### config.mk
export PLATFORM = sky130hd
export DESIGN_NAME = dc_offset_cal
export DESIGN_NICKNAME = d
export VERILOG_FILES = /design/src/rtl/dcal_pkg.sv /design/src/rtl/dcal_chan.sv /design/src/rtl/dcal_calwidth.sv /design/src/rtl/dcal_settle.sv /design/src/rtl/dc_offset_cal.sv
export SDC_FILE = /design/constraint.sdc
export NUM_CORES = 1
export LEC_CHECK = 0
export BUFFER_PORTS_ARGS = -buffer_cell sky130_fd_sc_hd__buf_2
export CORE_MARGIN = 10
export CORE_UTILIZATION = 54
export DETAILED_ROUTE_END_ITERATION = 16
export PLACE_DENSITY_LB_ADDON = 0.05
export RECOVER_POWER = 100
export SLEW_MARGIN = 20
export SYNTH_ARGS = -nofsm -noshare
export SYNTH_HDL_FRONTEND = slang
export SYNTH_SLANG_ARGS = --single-unit
export TNS_END_PERCENT = 1
### constraint.sdc
create_clock -name clk -period 4.75 [get_ports clk]
set_input_delay 0.475 -clock clk [delete_from_list [all_inputs] [get_ports clk]]
set_output_delay 0.475 -clock clk [all_outputs]
set_load 0.01 [all_outputs]
### src/rtl/dcal_pkg.sv
package dcal_pkg;
  // Clamp a - b into the signed range of a w-bit word.
  function automatic longint sat_sub(input longint a, input longint b, input int unsigned w);
    longint d;
    longint hi;
    longint lo;
    d  = a - b;
    hi = (longint'(1) <<< (w - 1)) - 1;
    lo = -hi - 1;
    if (d > hi) return hi;
    if (d < lo) return lo;
    return d;
  endfunction
endpackage

### src/rtl/dcal_chan.sv
module dcal_chan import dcal_pkg::*; #(
  parameter int unsigned W = 16
) (
  input  logic                clk,
  input  logic                rst,
  input  logic                cal,
  input  logic                cap,
  input  logic                ok,
  input  logic signed [W-1:0] res,
  output logic signed [W-1:0] off,
  output logic signed [W-1:0] dout
);
  logic signed [W-1:0] off_q;
  logic signed [W-1:0] off_eff;
  logic signed [W-1:0] out_q;
  logic signed [W-1:0] corr;

  always_comb begin
    if (cal)      off_eff = '0;
    else if (cap) off_eff = res;
    else          off_eff = off_q;
    corr = W'(sat_sub(longint'(res), longint'(off_eff), W));
  end

  always_ff @(posedge clk) begin
    if (rst) begin
      off_q <= '0;
      out_q <= '0;
    end else begin
      if (cal)      off_q <= '0;
      else if (cap) off_q <= res;
      if (ok)       out_q <= corr;
    end
  end

  assign off  = off_q;
  assign dout = out_q;
endmodule

### src/rtl/dcal_calwidth.sv
module dcal_calwidth #(
  parameter int unsigned MIN_CYC = 609
) (
  input  logic clk,
  input  logic rst,
  input  logic cal,
  output logic cal_fall,
  output logic cw_short,
  output logic short_flag
);
  localparam int unsigned CW = $clog2(MIN_CYC + 1);
  localparam logic [CW-1:0] LIM = CW'(MIN_CYC);

  logic [CW-1:0] cnt_q;
  logic          cal_q;
  logic          flag_q;

  assign cal_fall = cal_q & ~cal;
  assign cw_short = (cnt_q < LIM);

  always_ff @(posedge clk) begin
    if (rst) begin
      cnt_q  <= '0;
      cal_q  <= 1'b0;
      flag_q <= 1'b0;
    end else begin
      cal_q <= cal;
      if (!cal)            cnt_q <= '0;
      else if (cnt_q < LIM) cnt_q <= cnt_q + 1'b1;
      if (cal_fall)        flag_q <= cw_short;
    end
  end

  assign short_flag = flag_q;
endmodule

### src/rtl/dcal_settle.sv
module dcal_settle #(
  parameter int unsigned SETTLE_CYC = 21
) (
  input  logic clk,
  input  logic rst,
  input  logic asleep,
  output logic settled
);
  localparam int unsigned SW = $clog2(SETTLE_CYC + 1);
  localparam logic [SW-1:0] TOP = SW'(SETTLE_CYC);

  logic [SW-1:0] cnt_q;

  always_ff @(posedge clk) begin
    if (rst)              cnt_q <= TOP;
    else if (asleep)      cnt_q <= '0;
    else if (cnt_q < TOP) cnt_q <= cnt_q + 1'b1;
  end

  assign settled = (cnt_q == TOP);
endmodule

### src/rtl/dc_offset_cal.sv
module dc_offset_cal #(
  parameter int unsigned DATA_W      = 16,
  parameter int unsigned CAL_MIN_CYC = 609,
  parameter int unsigned SETTLE_CYC  = 21
) (
  input  logic              clk,
  input  logic              rst,
  input  logic              cal_i,
  input  logic              sleep_a_i,
  input  logic              sleep_b_i,
  input  logic              res_vld_i,
  input  logic [DATA_W-1:0] res_i_i,
  input  logic [DATA_W-1:0] res_q_i,
  output logic              out_vld_o,
  output logic [DATA_W-1:0] out_i_o,
  output logic [DATA_W-1:0] out_q_o,
  output logic              cal_short_o,
  output logic              uncal_o
);
  logic asleep;
  logic settled;
  logic accept;
  logic cal_fall;
  logic cw_short;
  logic pend_q;
  logic pend_now;
  logic cap;
  logic vld_q;
  logic uncal_q;
  logic signed [DATA_W-1:0] off_i;
  logic signed [DATA_W-1:0] off_q;
  logic signed [DATA_W-1:0] dout_i;
  logic signed [DATA_W-1:0] dout_q;

  assign asleep   = sleep_a_i | sleep_b_i;
  assign accept   = res_vld_i & ~asleep & settled;
  assign pend_now = pend_q | cal_fall;
  assign cap      = pend_now & accept & ~cal_i;

  dcal_settle #(.SETTLE_CYC(SETTLE_CYC)) u_settle (
    .clk(clk), .rst(rst), .asleep(asleep), .settled(settled)
  );

  dcal_calwidth #(.MIN_CYC(CAL_MIN_CYC)) u_cw (
    .clk(clk), .rst(rst), .cal(cal_i),
    .cal_fall(cal_fall), .cw_short(cw_short), .short_flag(cal_short_o)
  );

  dcal_chan #(.W(DATA_W)) u_ch_i (
    .clk(clk), .rst(rst), .cal(cal_i), .cap(cap), .ok(accept),
    .res(res_i_i), .off(off_i), .dout(dout_i)
  );

  dcal_chan #(.W(DATA_W)) u_ch_q (
    .clk(clk), .rst(rst), .cal(cal_i), .cap(cap), .ok(accept),
    .res(res_q_i), .off(off_q), .dout(dout_q)
  );

  always_ff @(posedge clk) begin
    if (rst) begin
      pend_q  <= 1'b0;
      vld_q   <= 1'b0;
      uncal_q <= 1'b1;
    end else begin
      vld_q <= accept;
      if (cal_i || cap) pend_q <= 1'b0;
      else              pend_q <= pend_now;
      if (cap)          uncal_q <= 1'b0;
    end
  end

  assign out_vld_o = vld_q;
  assign out_i_o   = dout_i;
  assign out_q_o   = dout_q;
  assign uncal_o   = uncal_q;
endmodule

=== After elaboration in Yosys (flattened, before gate mapping) ===
Index checks and enable logic that the tools add are counted.

* Add/subtract/negate cells: 4
* Multipliers: 0
* Div/mod/pow operators: 0
* $lt $le $gt $ge: 6
* Eq/ne operators: 1
* Shifts and indexed selects: 0
* Mux-type cells: 20
* Bitwise gates (word level): 9
* Reduce and logical (&&, ||, !) cells: 5

{| class="wikitable"
|+ Operator list
! operator !! number
|-
| 16-bit two-way mux || 10
|-
| 17-bit by 16-bit > comparator with 1-bit output (second input constant) || 2
|-
| 17-bit by 16-bit less-than comparator with 1-bit output (second input constant) || 2
|-
| 16-bit by 16-bit subtractor with 17-bit output || 2
|-
| 15-bit two-way mux || 2
|-
| 10-bit by 1-bit adder with 10-bit output (second input constant) || 1
|-
| 10-bit less-than comparator (second input constant) || 1
|-
| 5-bit two-way mux || 2
|-
| 1-bit two-way mux || 6
|-
| 2-bit OR reduction || 3
|-
| 5-bit by 1-bit adder with 5-bit output (second input constant) || 1
|-
| 1-bit bitwise AND || 5
|-
| 5-bit equality test (second input constant) || 1
|-
| 5-bit less-than comparator (second input constant) || 1
|-
| 1-bit inverter || 2
|-
| 1-bit bitwise OR || 2
|-
| 2-bit nonzero test || 1
|-
| 1-bit logical OR || 1
|}

* Bits in registers: 84
* Latch bits: 0
* Memory bits (writable): 0
* ROM bits: 0
* Output and inout bits: 35
* Memories kept: 0

=== Logic depth before layout (Yosys ltp) ===
Gate-level depths: netlist of the first run.

* Depth after elaboration: 14
* Gate-level depth with buffers: 21
* Gate-level depth less buffers: 19

=== By module ===
From an unflattened synthesis of the first run, not the netlist that was laid out.

* Cell total of the unflattened synthesis: 571
* Area total of the unflattened synthesis: 5146.2 um^2

{| class="wikitable"
|+ Modules (own cells, without submodules)
! module !! instances !! cells each !! area each (um^2) !! sequential area each (um^2)
|-
| dcal_chan (u_ch_q) || 1 || 246 || 2102.0 || 640.6
|-
| dcal_chan (u_ch_i) || 1 || 215 || 2029.4 || 640.6
|-
| dcal_calwidth || 1 || 68 || 600.6 || 240.2
|-
| dcal_settle || 1 || 30 || 281.5 || 100.1
|-
| dc_offset_cal || 1 || 12 || 132.6 || 60.1
|}

=== Worst setup path before layout of the first run ===
Ideal clock, no wire load.

* Path kind: register -> register
* Start point: reg u_settle.cnt_q[1]
* End point: reg u_ch_i.out_q[11], in the netlist u_ch_i.dout[11]
* Library setup time: 0.135 ns
* Arrival time: 3.683 ns
* Slack: 0.931 ns
* Stages on the path, launching flop included: 20
* Path buffers: 3
* Period minus slack after synthesis: 3.819 ns
* Cells stage by stage: dfxtp_1 inv_1 ha_1 nand2_1 nor2_1 nand4_1 clkbuf_1 nor2_1 nor2_1 clkbuf_1 a22oi_1 fa_1 a211oi_1 o21ai_1 o22ai_1 o31ai_1 a221o_1 buf_2 o21ai_0 a211oi_1

* Word-level cells in the longest chain between the ends: 12

{| class="wikitable"
|+ RTL lines
! element !! line !! RTL
|-
| start, declared || dcal_settle.sv:12 || <nowiki>logic [SW-1:0] cnt_q;</nowiki>
|-
| start signal, assigned || dcal_settle.sv:17 || <nowiki>else if (cnt_q < TOP) cnt_q <= cnt_q + 1'b1;</nowiki>
|-
| 5-bit equality test (*) || dcal_settle.sv:20 || <nowiki>assign settled = (cnt_q == TOP);</nowiki>
|-
| 1-bit bitwise AND (*) || dc_offset_cal.sv:36 || <nowiki>assign accept = res_vld_i & ~asleep & settled;</nowiki>
|-
| 1-bit bitwise AND (2 in a row) || dc_offset_cal.sv:38 || <nowiki>assign cap = pend_now & accept & ~cal_i;</nowiki>
|-
| 16-bit two-way mux (2 in a row) || -- ||
|-
| 16-bit by 16-bit subtractor with 17-bit output || dcal_pkg.sv:7 || <nowiki>d = a - b;</nowiki>
|-
| 17-bit by 16-bit > comparator with 1-bit output or 17-bit by 16-bit less-than comparator with 1-bit output (tied branches) || dcal_pkg.sv:10, dcal_pkg.sv:11 ||
|-
| 15-bit two-way mux or 1-bit two-way mux (tied branches) || dcal_pkg.sv:10, dcal_pkg.sv:11 ||
|-
| 16-bit two-way mux or 1-bit two-way mux (tied branches) || dcal_pkg.sv:11 || <nowiki>if (d < lo) return lo;</nowiki>
|-
| 16-bit two-way mux || dcal_pkg.sv:12 || <nowiki>return d;</nowiki>
|-
| 16-bit two-way mux || dcal_pkg.sv:11 ||
|-
| end signal, assigned || dcal_chan.sv:32 || <nowiki>if (ok) out_q <= corr;</nowiki>
|-
| end, declared || dcal_chan.sv:15 || <nowiki>logic signed [W-1:0] out_q;</nowiki>
|}

Mark *: on every way between the ends. The rest lies on a longest branch, timed or not. The select of a mux whose other input is x is not followed.
A chain may end at the register's enable or synchronous reset.

=== Worst setup path after layout of the first run ===
* Start point: reg u_settle.cnt_q[1]
* End point: reg u_ch_i.out_q[6], in the netlist u_ch_i.dout[6]

Same word-level chain as after synthesis.

==> results.txt, run 1 <==
Post-Syn Area = 4776 um2
1st-pass router iterations = 4
slew margin rel. = 41.06%
reported leakage power = 2.049 nW
Hold Vio Cnt, Final = 0
post-route setup slack = 0.4471 ns
Die H = 114.0 um
area share of the leading cell type in the synthesized netlist = 35.21%
remaining number of nets flagged by the antenna check after routing = 0
top cells by area in the synthesized netlist = sky130_fd_sc_hd__dfxtp_1, sky130_fd_sc_hd__ha_1, sky130_fd_sc_hd__nor2_1
capture point of the worst reg-to-reg path = u_ch_i.dout[6]
portion of total power attributed to the clock network = 33.9%
Clk pin slew, worst setup/hold paths = 0.09 ns
number of antenna cells inserted = 0
first element of the critical path = u_settle.cnt_q[1]
Int Pwr = 1.038 mW
chip width = 114.0 um
count of distinct cell types in the synthesized netlist = 62
# Max-Cap Violations = 0
reg-to-reg slack, setup = 0.45 ns
Power per Cell Area = 275.8 nW/um2
number of levels in the clock H-tree = 3
commonest cells in the synthesized netlist = sky130_fd_sc_hd__dfxtp_1, sky130_fd_sc_hd__nor2_1, sky130_fd_sc_hd__a21oi_1
worst-margin pin slew = 0.8827 ns
total of warnings raised by yosys = 0
endpoint arrival time on the critical path = 4.52 ns
upper clock frequency limit = 232.4 MHz
Seq cells post-synth = 84
final setup violation count = 0
synthesis-to-layout area growth = 12.08%
area of the multi-input gates = 2897 um2
CORE AREA = 8678 um2
grt total ovfl = 0
WL final = 11560 um
synthesized instance count = 563
fin. max-slew vios = 0
IR Drop Worst-Case VDD = 177.7 uV
Initial DRC Count = 280
Worst setup endpoint = u_ch_i.dout[6]
critical path class = register to register
highest fanout seen on the critical path = 21
DR WL/cell = 15.63 um
number of global-route vias before repair = 3923
pin count of the biggest net entering global routing = 49
wire length of the first global-routing pass = 19120 um
residual DRC count = 0
final estimated routing congestion in global placement = 0.8467
Hold Startpoint = cal_i
logic gate share of total power = 17.3%
post-route fraction of the period consumed by the critical path = 90.59%
unrepaired setup endpoints after global routing = no
routed via count divided by cell count = 5.701
Final nets = 703
sw power = 437.9 uW
length in cells of the worst reg-to-reg path = 19
worst hold path class = input port to register
pre-CTS setup slack = 0.4638 ns
status = completed
setup_tns = 0 ns
via total after detailed routing = 4219
count of flip-flops with a built-in enable after synthesis = 0
number of top-level design ports = 73
Post-Synthesis Net Count = 639
Data required, critical path = 4.97 ns
hold bufs inserted after CTS = 0
clock latency at the later pin of the worst-skew pair = 0.35 ns
number of instances resized during post-cts repair = 0
filler instances = 853
library cell with the largest summed area after synthesis = sky130_fd_sc_hd__dfxtp_1
clock buffer depth = 2
reg-to-reg critical path startpoint = u_settle.cnt_q[1]
overall track demand over capacity in global routing = 17.61%
worst clock skew = 0.009260 ns
number of sinks driven by the clock tree = 84
clock period minus final worst setup slack = 4.303 ns
post-detailed-placement half-perimeter wirelength = 8780 um
sw frac = 29.66%
cell at the root of the clock tree = sky130_fd_sc_hd__clkbuf_8
Post-Synthesis Mean Instance Area = 8.483 um2
part of the Yosys area used for sequential elements = 35.21%
number of buffers created by CTS = 9
site row count = 34
Top FF cell, synth = sky130_fd_sc_hd__dfxtp_1
share of layout cells above drive strength 1 = 12.50%
count of input and output buffers = 72
Starting Density = 55.03%
postcts setup bufs = 0
CP Launch Type = register
area taken by flip-flops and latches = 1682 um2
TritonCTS clock tree = done
power share of the sequential group = 48.9%
kind of capture point of the worst setup path = register
number of antenna violations at the first check in global routing = 0
Async S/R FF share, synth = 0%
Die Outline Area = 13010 um2
## final cells by class
| type | instances | share of cell area (%) |
|---|---|---|
| Multi-Input combinational cell | 433 | 54.11 |
| Sequential cell | 84 | 31.42 |
| Timing Repair Buffer | 80 | 6.989 |
| Clock buffer | 11 | 2.828 |
| Tap cell | 108 | 2.525 |
| Inverter | 19 | 1.332 |
| Clock inverter | 5 | 0.7948 |
## critical path, cell delays in order, from the launching register on
cell                       delay (ns)
sky130_fd_sc_hd__dfxtp_1         0.41
sky130_fd_sc_hd__inv_1           0.07
sky130_fd_sc_hd__ha_1            0.18
sky130_fd_sc_hd__nand2_1         0.06
sky130_fd_sc_hd__nor2_1          0.04
sky130_fd_sc_hd__nand4_1         0.15
sky130_fd_sc_hd__buf_4           0.26
sky130_fd_sc_hd__nor2_1          0.08
sky130_fd_sc_hd__nor2_2          0.13
sky130_fd_sc_hd__buf_4           0.27
sky130_fd_sc_hd__a22oi_1         0.17
sky130_fd_sc_hd__fa_1            0.48
sky130_fd_sc_hd__a211oi_1        0.23
sky130_fd_sc_hd__o21ai_1         0.14
sky130_fd_sc_hd__o22ai_1         0.32
sky130_fd_sc_hd__o31ai_1         0.15
sky130_fd_sc_hd__a221o_1         0.48
sky130_fd_sc_hd__buf_4           0.26
sky130_fd_sc_hd__o21ai_0         0.17
sky130_fd_sc_hd__a211oi_1        0.09
## state kept, by name (all words and copies together), names as in the netlist
signal           count
u_ch_q.dout         16
u_cw.short_flag      1
pend_q               1
out_vld_o            1
u_cw.cal_q           1
u_ch_q.off          16
u_settle.cnt_q       5
u_cw.cnt_q          10
u_ch_i.off          16
u_ch_i.dout         16
uncal_o              1
## worst min path at each step
stage / cells past startpoint / slack [ns] / endpoint
floorplan: 2 / 0.46 / u_cw.cnt_q[9]
global placement: 2 / 0.46 / uncal_o
detailed placement: 2 / 0.47 / uncal_o
CTS: 2 / 0.38 / pend_q
global route: 2 / 0.39 / pend_q
finish: 2 / 0.39 / pend_q
## layer usage
| metal | track usage (%) | part of all wire (%) |
|---|---|---|
| met1 | 24.58 | 52 |
| met2 | 26.12 | 43 |
| met4 | 3.676 | 0.92 |
| met5 | 0 | 0 |
| met3 | 5.302 | 4.7 |
## placed cells by master (no fill, tap or decap), types with 6 or more instances in the layout
cell type,count
sky130_fd_sc_hd__ha_1,36
sky130_fd_sc_hd__a211oi_1,9
sky130_fd_sc_hd__o21ai_0,41
sky130_fd_sc_hd__clkbuf_1,35
sky130_fd_sc_hd__nor2_1,83
sky130_fd_sc_hd__a21o_1,10
sky130_fd_sc_hd__a21oi_1,52
sky130_fd_sc_hd__nand3_1,8
sky130_fd_sc_hd__a22oi_1,30
sky130_fd_sc_hd__xor2_1,19
sky130_fd_sc_hd__inv_1,19
sky130_fd_sc_hd__a311oi_1,6
sky130_fd_sc_hd__o21a_1,9
sky130_fd_sc_hd__maj3_1,6
sky130_fd_sc_hd__buf_4,7
sky130_fd_sc_hd__nor2b_1,9
sky130_fd_sc_hd__xnor2_1,14
sky130_fd_sc_hd__dfxtp_1,84
sky130_fd_sc_hd__buf_2,37
sky130_fd_sc_hd__nand2_1,25
sky130_fd_sc_hd__clkbuf_8,11
## metrics by stage
step / utilization (%) / cells / hold slack, ns / area (um2) / power (mW)
6_report: 61.68 / 740 / 0.3892 / 5353 / 1.476
3_5_place_dp: 60.19 / 724 / 0.4665 / 5224 / 0.9954
4_1_cts: 62.43 / 740 / 0.3799 / 5418 / 1.498
5_1_grt: 61.68 / 740 / 0.3923 / 5353 / 1.549
2_1_floorplan: - / 563 / 0.4565 / 4776 / 0.9216
3_3_place_gp: 60.19 / 724 / 0.4572 / 5224 / 0.9911
## power by group through the flow
stage	clock network, mW	logic [mW]	registers, mW
after floorplan	0	0.182	0.739
after CTS	0.518	0.259	0.722
final	0.500	0.255	0.722
after global placement	0	0.254	0.737
after detailed placement	0	0.257	0.738
after global routing	0.541	0.285	0.723
## kinds of logic (layout without fill, tap and decap cells)
group	Yosys count	in the layout	synth area share [%]
adders and majority gates	44	44	11.58
and+or+nand+nor	158	158	15.25
AOI/OAI and AO/OA	197	197	27.80
DFF	84	84	35.21
buffers and inverters	46	115	3.904
xor gates and xnor gates	33	33	6.052
muxes	1	1	0.2096
Power figures use the tool's default switching activity.
==> run 2, diff against run 1 <==
--- a/config.mk
+++ b/config.mk
@@ -5,6 +5,8 @@
 export SDC_FILE = /design/constraint.sdc
 export NUM_CORES = 1
 export LEC_CHECK = 0
+export ABC_AREA = 1
+export ABC_CLOCK_PERIOD_IN_PS = 4750
 export BUFFER_PORTS_ARGS = -buffer_cell sky130_fd_sc_hd__buf_2
 export CORE_MARGIN = 10
 export CORE_UTILIZATION = 54
==> results.txt, run 2 <==
status = finished with violations
failing checks = capacitance limit, slew limit
postcts setup bufs = 0
number of levels in the clock H-tree = 3
total of warnings raised by yosys = 0
area share of the leading cell type in the synthesized netlist = 32.83%
clock latency at the later pin of the worst-skew pair = 0.36 ns
Die H = 117.4 um
# Max-Cap Violations = 1
WL final = 13000 um
fin. max-slew vios = 40
upper clock frequency limit = 245.8 MHz
kind of capture point of the worst setup path = register
cell at the root of the clock tree = sky130_fd_sc_hd__clkbuf_8
post-route design area = 5653 um2
part of the Yosys area used for sequential elements = 32.83%
remaining number of nets flagged by the antenna check after routing = 0
routed via count divided by cell count = 5.162
Data required, critical path = 4.98 ns
Starting Density = 55.44%
commonest cells after routing, fill and taps aside = sky130_fd_sc_hd__nand2_1, sky130_fd_sc_hd__inv_1, sky130_fd_sc_hd__dfxtp_1
post-detailed-placement half-perimeter wirelength = 9898 um
commonest cells in the synthesized netlist = sky130_fd_sc_hd__nand2_1, sky130_fd_sc_hd__dfxtp_1, sky130_fd_sc_hd__inv_1
overall track demand over capacity in global routing = 18.61%
number of buffers created by CTS = 9
TritonCTS clock tree = done
Post-Synthesis Mean Instance Area = 6.922 um2
Power per Cell Area = 257.3 nW/um2
worst hold path class = input port to register
residual DRC count = 0
site row count = 35
number of antenna cells inserted = 0
grt total ovfl = 0
library cell with the largest summed area after synthesis = sky130_fd_sc_hd__dfxtp_1
wire length of the first global-routing pass = 21850 um
Post-Syn Area = 5122 um2
number of instances resized during post-cts repair = 0
synthesis-to-layout area growth = 10.36%
Seq cells post-synth = 84
CORE AREA = 9240 um2
Final nets = 881
reported leakage power = 2.693 nW
number of top-level design ports = 73
worst clock skew = 0.01227 ns
critical path class = register to register
Die Outline Area = 13780 um2
highest fanout seen on the critical path = 18
DR WL/cell = 13.84 um
setup_tns = 0 ns
count of input and output buffers = 72
worst-margin pin slew = 1.835 ns
endpoint arrival time on the critical path = 4.30 ns
length in cells of the worst reg-to-reg path = 19
Async S/R FF share, synth = 0%
dominant cell by count in the synthesized netlist = sky130_fd_sc_hd__nand2_1
count of distinct cell types in the synthesized netlist = 35
hold bufs inserted after CTS = 0
Placement Cell Area = 5529 um2
final estimated routing congestion in global placement = 0.8719
synthesized instance count = 740
chip width = 117.4 um
top cells by area in the synthesized netlist = sky130_fd_sc_hd__dfxtp_1, sky130_fd_sc_hd__nand2_1, sky130_fd_sc_hd__ha_1
Hold Vio Cnt, Final = 0
1st-pass router iterations = 4
count of cells along the worst hold path = 4
number of antenna violations at the first check in global routing = 0
Initial DRC Count = 374
Hold Slack = 0.3796 ns
clock period minus final worst setup slack = 4.068 ns
post-route fraction of the period consumed by the critical path = 85.64%
slew margin rel. = -22.32%
most common cell after layout, fill and taps aside = sky130_fd_sc_hd__nand2_1
Clk pin slew, worst setup/hold paths = 0.09 ns
unrepaired setup endpoints after global routing = no
count of flip-flops with a built-in enable after synthesis = 0
Top FF cell, synth = sky130_fd_sc_hd__dfxtp_1
final setup violation count = 0
pin count of the biggest net entering global routing = 40
number of global-route vias before repair = 4742
via total after detailed routing = 4847
clock buffer depth = 2
IR Drop Worst-Case VDD = 130.7 uV
number of sinks driven by the clock tree = 84
share of layout cells above drive strength 1 = 8.519%
CP Launch Type = register
Post-Synthesis Net Count = 816
[run 2: changes by cell type after synthesis, sizes merged, moves of 11 or more]
cell | before | now
a211oi | 11 | 0
a21oi | 53 | 72
a22o | 2 | 30
a22oi | 30 | 0
clkbuf | 22 | 9
inv | 19 | 106
nand2 | 25 | 193
nand3 | 9 | 38
nor2 | 84 | 63
[run 2: cell families (layout without fill, tap and decap cells)]
family	count (synthesis)	in the layout	synth area share [%]
AND/OR/NAND/NOR	321	321	26.09
flip-flops	84	84	32.83
AO/OA/AOI/OAI	148	148	17.29
adder cells (fa/ha/maj)	38	38	9.575
buffers and inverters	127	197	10.45
XOR/XNOR	22	22	3.762
[run 2: metal layers]
layer / vias to the layer above / global-route usage [%] / wire, um
met3: 17 / 3.165 / 457
met1: 2199 / 21.77 / 5829
met5: - / 0 / 0
met2: 100 / 33.29 / 6495
met4: 0 / 6.260 / 214
li1: 2531 / - / -
[run 2: final cells by class]
class                           instances  area, um2
Clock inverter                          7      60.06
Fill cell                             925       3587
Tap cell                              129      161.4
Inverter                              106      397.9
Sequential cell                        84       1682
Multi-Input combinational cell        529       2890
Timing Repair Buffer                   75      337.8
Clock buffer                            9      123.9
[run 2: metrics by stage]
stage / util (%) / worst slack (ns) / std cells / power [mW]
3_5_place_dp: 59.84 / 0.6938 / 923 / 0.9759
6_report: 61.18 / 0.6819 / 939 / 1.454
2_1_floorplan: - / 1.499 / 740 / 0.9057
5_1_grt: 61.18 / 0.2372 / 939 / 1.532
3_3_place_gp: 59.84 / 0.7621 / 923 / 0.9727
4_1_cts: 61.83 / 0.8535 / 939 / 1.470
[run 2: path summary, 6_finish.rpt]
check | startpoint | end | slack [ns]
setup / recovery | u_settle.cnt_q[4] | u_ch_i.dout[13] | 0.68
hold / removal | sleep_a_i | u_settle.cnt_q[4] | 0.38
setup reg to reg | u_settle.cnt_q[4] | u_ch_i.dout[13] | 0.68
hold reg to reg | uncal_o | uncal_o | 0.47
[run 2: critical path, cell delays in order, from the launching register on]
cell	delay [ns]
sky130_fd_sc_hd__dfxtp_1	0.38
sky130_fd_sc_hd__inv_1	0.06
sky130_fd_sc_hd__or2_0	0.20
sky130_fd_sc_hd__nor3_1	0.21
sky130_fd_sc_hd__o21ai_0	0.23
sky130_fd_sc_hd__nor2_4	0.49
sky130_fd_sc_hd__buf_4	0.31
sky130_fd_sc_hd__a22o_1	0.16
sky130_fd_sc_hd__clkinv_1	0.07
sky130_fd_sc_hd__ha_1	0.35
sky130_fd_sc_hd__nand2_1	0.09
sky130_fd_sc_hd__nand2_1	0.07
sky130_fd_sc_hd__nand2_1	0.06
sky130_fd_sc_hd__nand2_1	0.05
sky130_fd_sc_hd__a21oi_1	0.22
sky130_fd_sc_hd__nand2_1	0.10
sky130_fd_sc_hd__nand2_1	0.06
sky130_fd_sc_hd__nand2_1	0.10
sky130_fd_sc_hd__a21oi_2	0.54
sky130_fd_sc_hd__a21oi_1	0.16
[run 2: power by group]
group	internal (mW)	switching, mW	total (mW)	leakage (nW)
Clock	0.198	0.298	0.496	0.0892
Combinational	0.0841	0.154	0.238	1.92
Sequential	0.713	0.00679	0.720	0.679
==> run 3, diff against run 2 <==
--- a/config.mk
+++ b/config.mk
@@ -9,7 +9,7 @@
 export ABC_CLOCK_PERIOD_IN_PS = 4750
 export BUFFER_PORTS_ARGS = -buffer_cell sky130_fd_sc_hd__buf_2
 export CORE_MARGIN = 10
-export CORE_UTILIZATION = 54
+export CORE_UTILIZATION = 50
 export DETAILED_ROUTE_END_ITERATION = 16
 export PLACE_DENSITY_LB_ADDON = 0.05
 export RECOVER_POWER = 100
==> results.txt, run 3 (same netlist as run 2, synthesis figures left out) <==
worst clock skew = 0.006472 ns
portion of total power attributed to the clock network = 32.3%
synthesis-to-layout area growth = 10.14%
1st-pass router iterations = 5
upper clock frequency limit = 241.5 MHz
TritonCTS clock tree = done
failing checks = capacitance limit, slew limit
wire length of the first global-routing pass = 21850 um
Cells after DPL = 926
DR WL/cell = 14.09 um
Die Outline Area = 14690 um2
clock latency at the later pin of the worst-skew pair = 0.36 ns
critical path class = register to register
hold bufs inserted after CTS = 0
overall track demand over capacity in global routing = 18.03%
Data required, critical path = 5.04 ns
cell family contributing the most delay on the critical path = simple AND/OR/NAND/NOR gates
clock period minus final worst setup slack = 4.140 ns
worst-margin pin slew = 1.952 ns
logic gate share of total power = 16.9%
site row count = 36
residual DRC count = 0
most common cell after layout, fill and taps aside = sky130_fd_sc_hd__nand2_1
number of top-level design ports = 73
Clk pin slew, worst setup/hold paths = 0.08 ns
IR Drop Worst-Case VDD = 125.3 uV
number of global-route vias before repair = 4736
setup_tns = 0 ns
# Max-Cap Violations = 1
count of input and output buffers = 72
Die H = 121.2 um
cell at the root of the clock tree = sky130_fd_sc_hd__clkbuf_8
endpoint arrival time on the critical path = 4.43 ns
reported leakage power = 2.687 nW
commonest cells after routing, fill and taps aside = sky130_fd_sc_hd__nand2_1, sky130_fd_sc_hd__inv_1, sky130_fd_sc_hd__dfxtp_1
final estimated routing congestion in global placement = 0.9005
sw frac = 30.59%
number of buffer and inverter stages on the critical path = 3
post-detailed-placement half-perimeter wirelength = 10110 um
share of layout cells above drive strength 1 = 8.292%
remaining number of nets flagged by the antenna check after routing = 0
chip width = 121.2 um
status = finished with violations
worst hold path class = input port to register
pre-CTS setup slack = 0.5240 ns
post-route fraction of the period consumed by the critical path = 87.16%
highest fanout seen on the critical path = 24
CORE AREA = 9864 um2
most frequent cell on the critical path = sky130_fd_sc_hd__nand2_1
Int Pwr = 984.0 uW
number of instances resized during post-cts repair = 0
final setup violation count = 0
routed via count divided by cell count = 5.135
postcts setup bufs = 0
clock buffer depth = 2
number of sinks driven by the clock tree = 84
WL final = 13260 um
chain of cells forming the critical path = inv_1 -> or2_1 -> nor3_4 -> o21ai_0 -> nor2_4 -> buf_4 -> a22o_1 -> inv_1 -> fa_1 -> nand3_1 -> nand3_1 -> nand2_1 -> nand2_1 -> nand2_1 -> nand2_1 -> nand2_1 -> nand2_1 -> nand2_1 -> nand3_1 -> a21oi_1
Initial DRC Count = 253
number of levels in the clock H-tree = 3
pin count of the biggest net entering global routing = 40
Final nets = 880
Hold Vio Cnt, Final = 0
kind of capture point of the worst setup path = register
unrepaired setup endpoints after global routing = no
number of antenna violations at the first check in global routing = 0
delay of the slowest cell on the worst path = 0.53 ns
Starting Density = 51.93%
number of buffers created by CTS = 9
slew margin rel. = -30.12%
Power per Cell Area = 251.3 nW/um2
sw power = 433.6 uW
fin. max-slew vios = 40
final instance count without filler cells = 941
grt total ovfl = 0
via total after detailed routing = 4832
power share of the sequential group = 50.8%
post-route setup slack = 0.6098 ns
crit path max-delay cell type = sky130_fd_sc_hd__nor2_4
number of antenna cells inserted = 0
CP Launch Type = register
run 3: area by class of cell:
type,count,area (um2)
clock buffer,9,123.9
tap,133,166.4
multi-input combinational,529,2902
clock inverter,6,40.04
sequential,84,1682
inverter,106,397.9
fill,1020,4223
timing repair buffer,74,330.3
run 3: metal layers:
metal	GRT usage (%)	vias to the layer above	routed length [um]
li1	-	2516	-
met1	20.18	2209	5760
met2	33.61	95	6770
met3	4.095	12	599
met4	4.247	0	132
met5	0	-	0
run 3: metrics by stage:
step	power [mW]	utilization [%]	instance area (um2)	hold WS (ns)
2_1_floorplan	0.9057	-	5122	0.4434
3_3_place_gp	0.9733	56.02	5527	0.4547
3_5_place_dp	0.9766	56.02	5527	0.4676
4_1_cts	1.433	57.69	5690	0.3729
5_1_grt	1.496	57.19	5642	0.4103
6_report	1.418	57.19	5642	0.3794
run 3: tightest hold or removal path, cell delays in order:
cell	delay [ns]
sky130_fd_sc_hd__buf_2	0.08
sky130_fd_sc_hd__nor2_1	0.05
sky130_fd_sc_hd__nand2_1	0.06
sky130_fd_sc_hd__nand2_1	0.04
run 3: worst paths after layout:
path | startpoint | endpoint | slack, ns | cells after the start
max | u_settle.cnt_q[4] | u_ch_i.dout[13] | 0.61 | 20
min | sleep_a_i | u_settle.cnt_q[4] | 0.38 | 4
max reg2reg | u_settle.cnt_q[4] | u_ch_i.dout[13] | 0.61 | 20
min reg2reg | u_cw.cnt_q[9] | u_cw.cnt_q[9] | 0.48 | 2
run 3: power groups by stage:
stage,Clock [mW],Sequential (mW),Combinational [mW]
6_report,0.458,0.720,0.239
5_1_grt,0.501,0.722,0.273
4_1_cts,0.471,0.720,0.242
3_5_place_dp,0,0.736,0.240
3_3_place_gp,0,0.736,0.237
2_1_floorplan,0,0.738,0.168
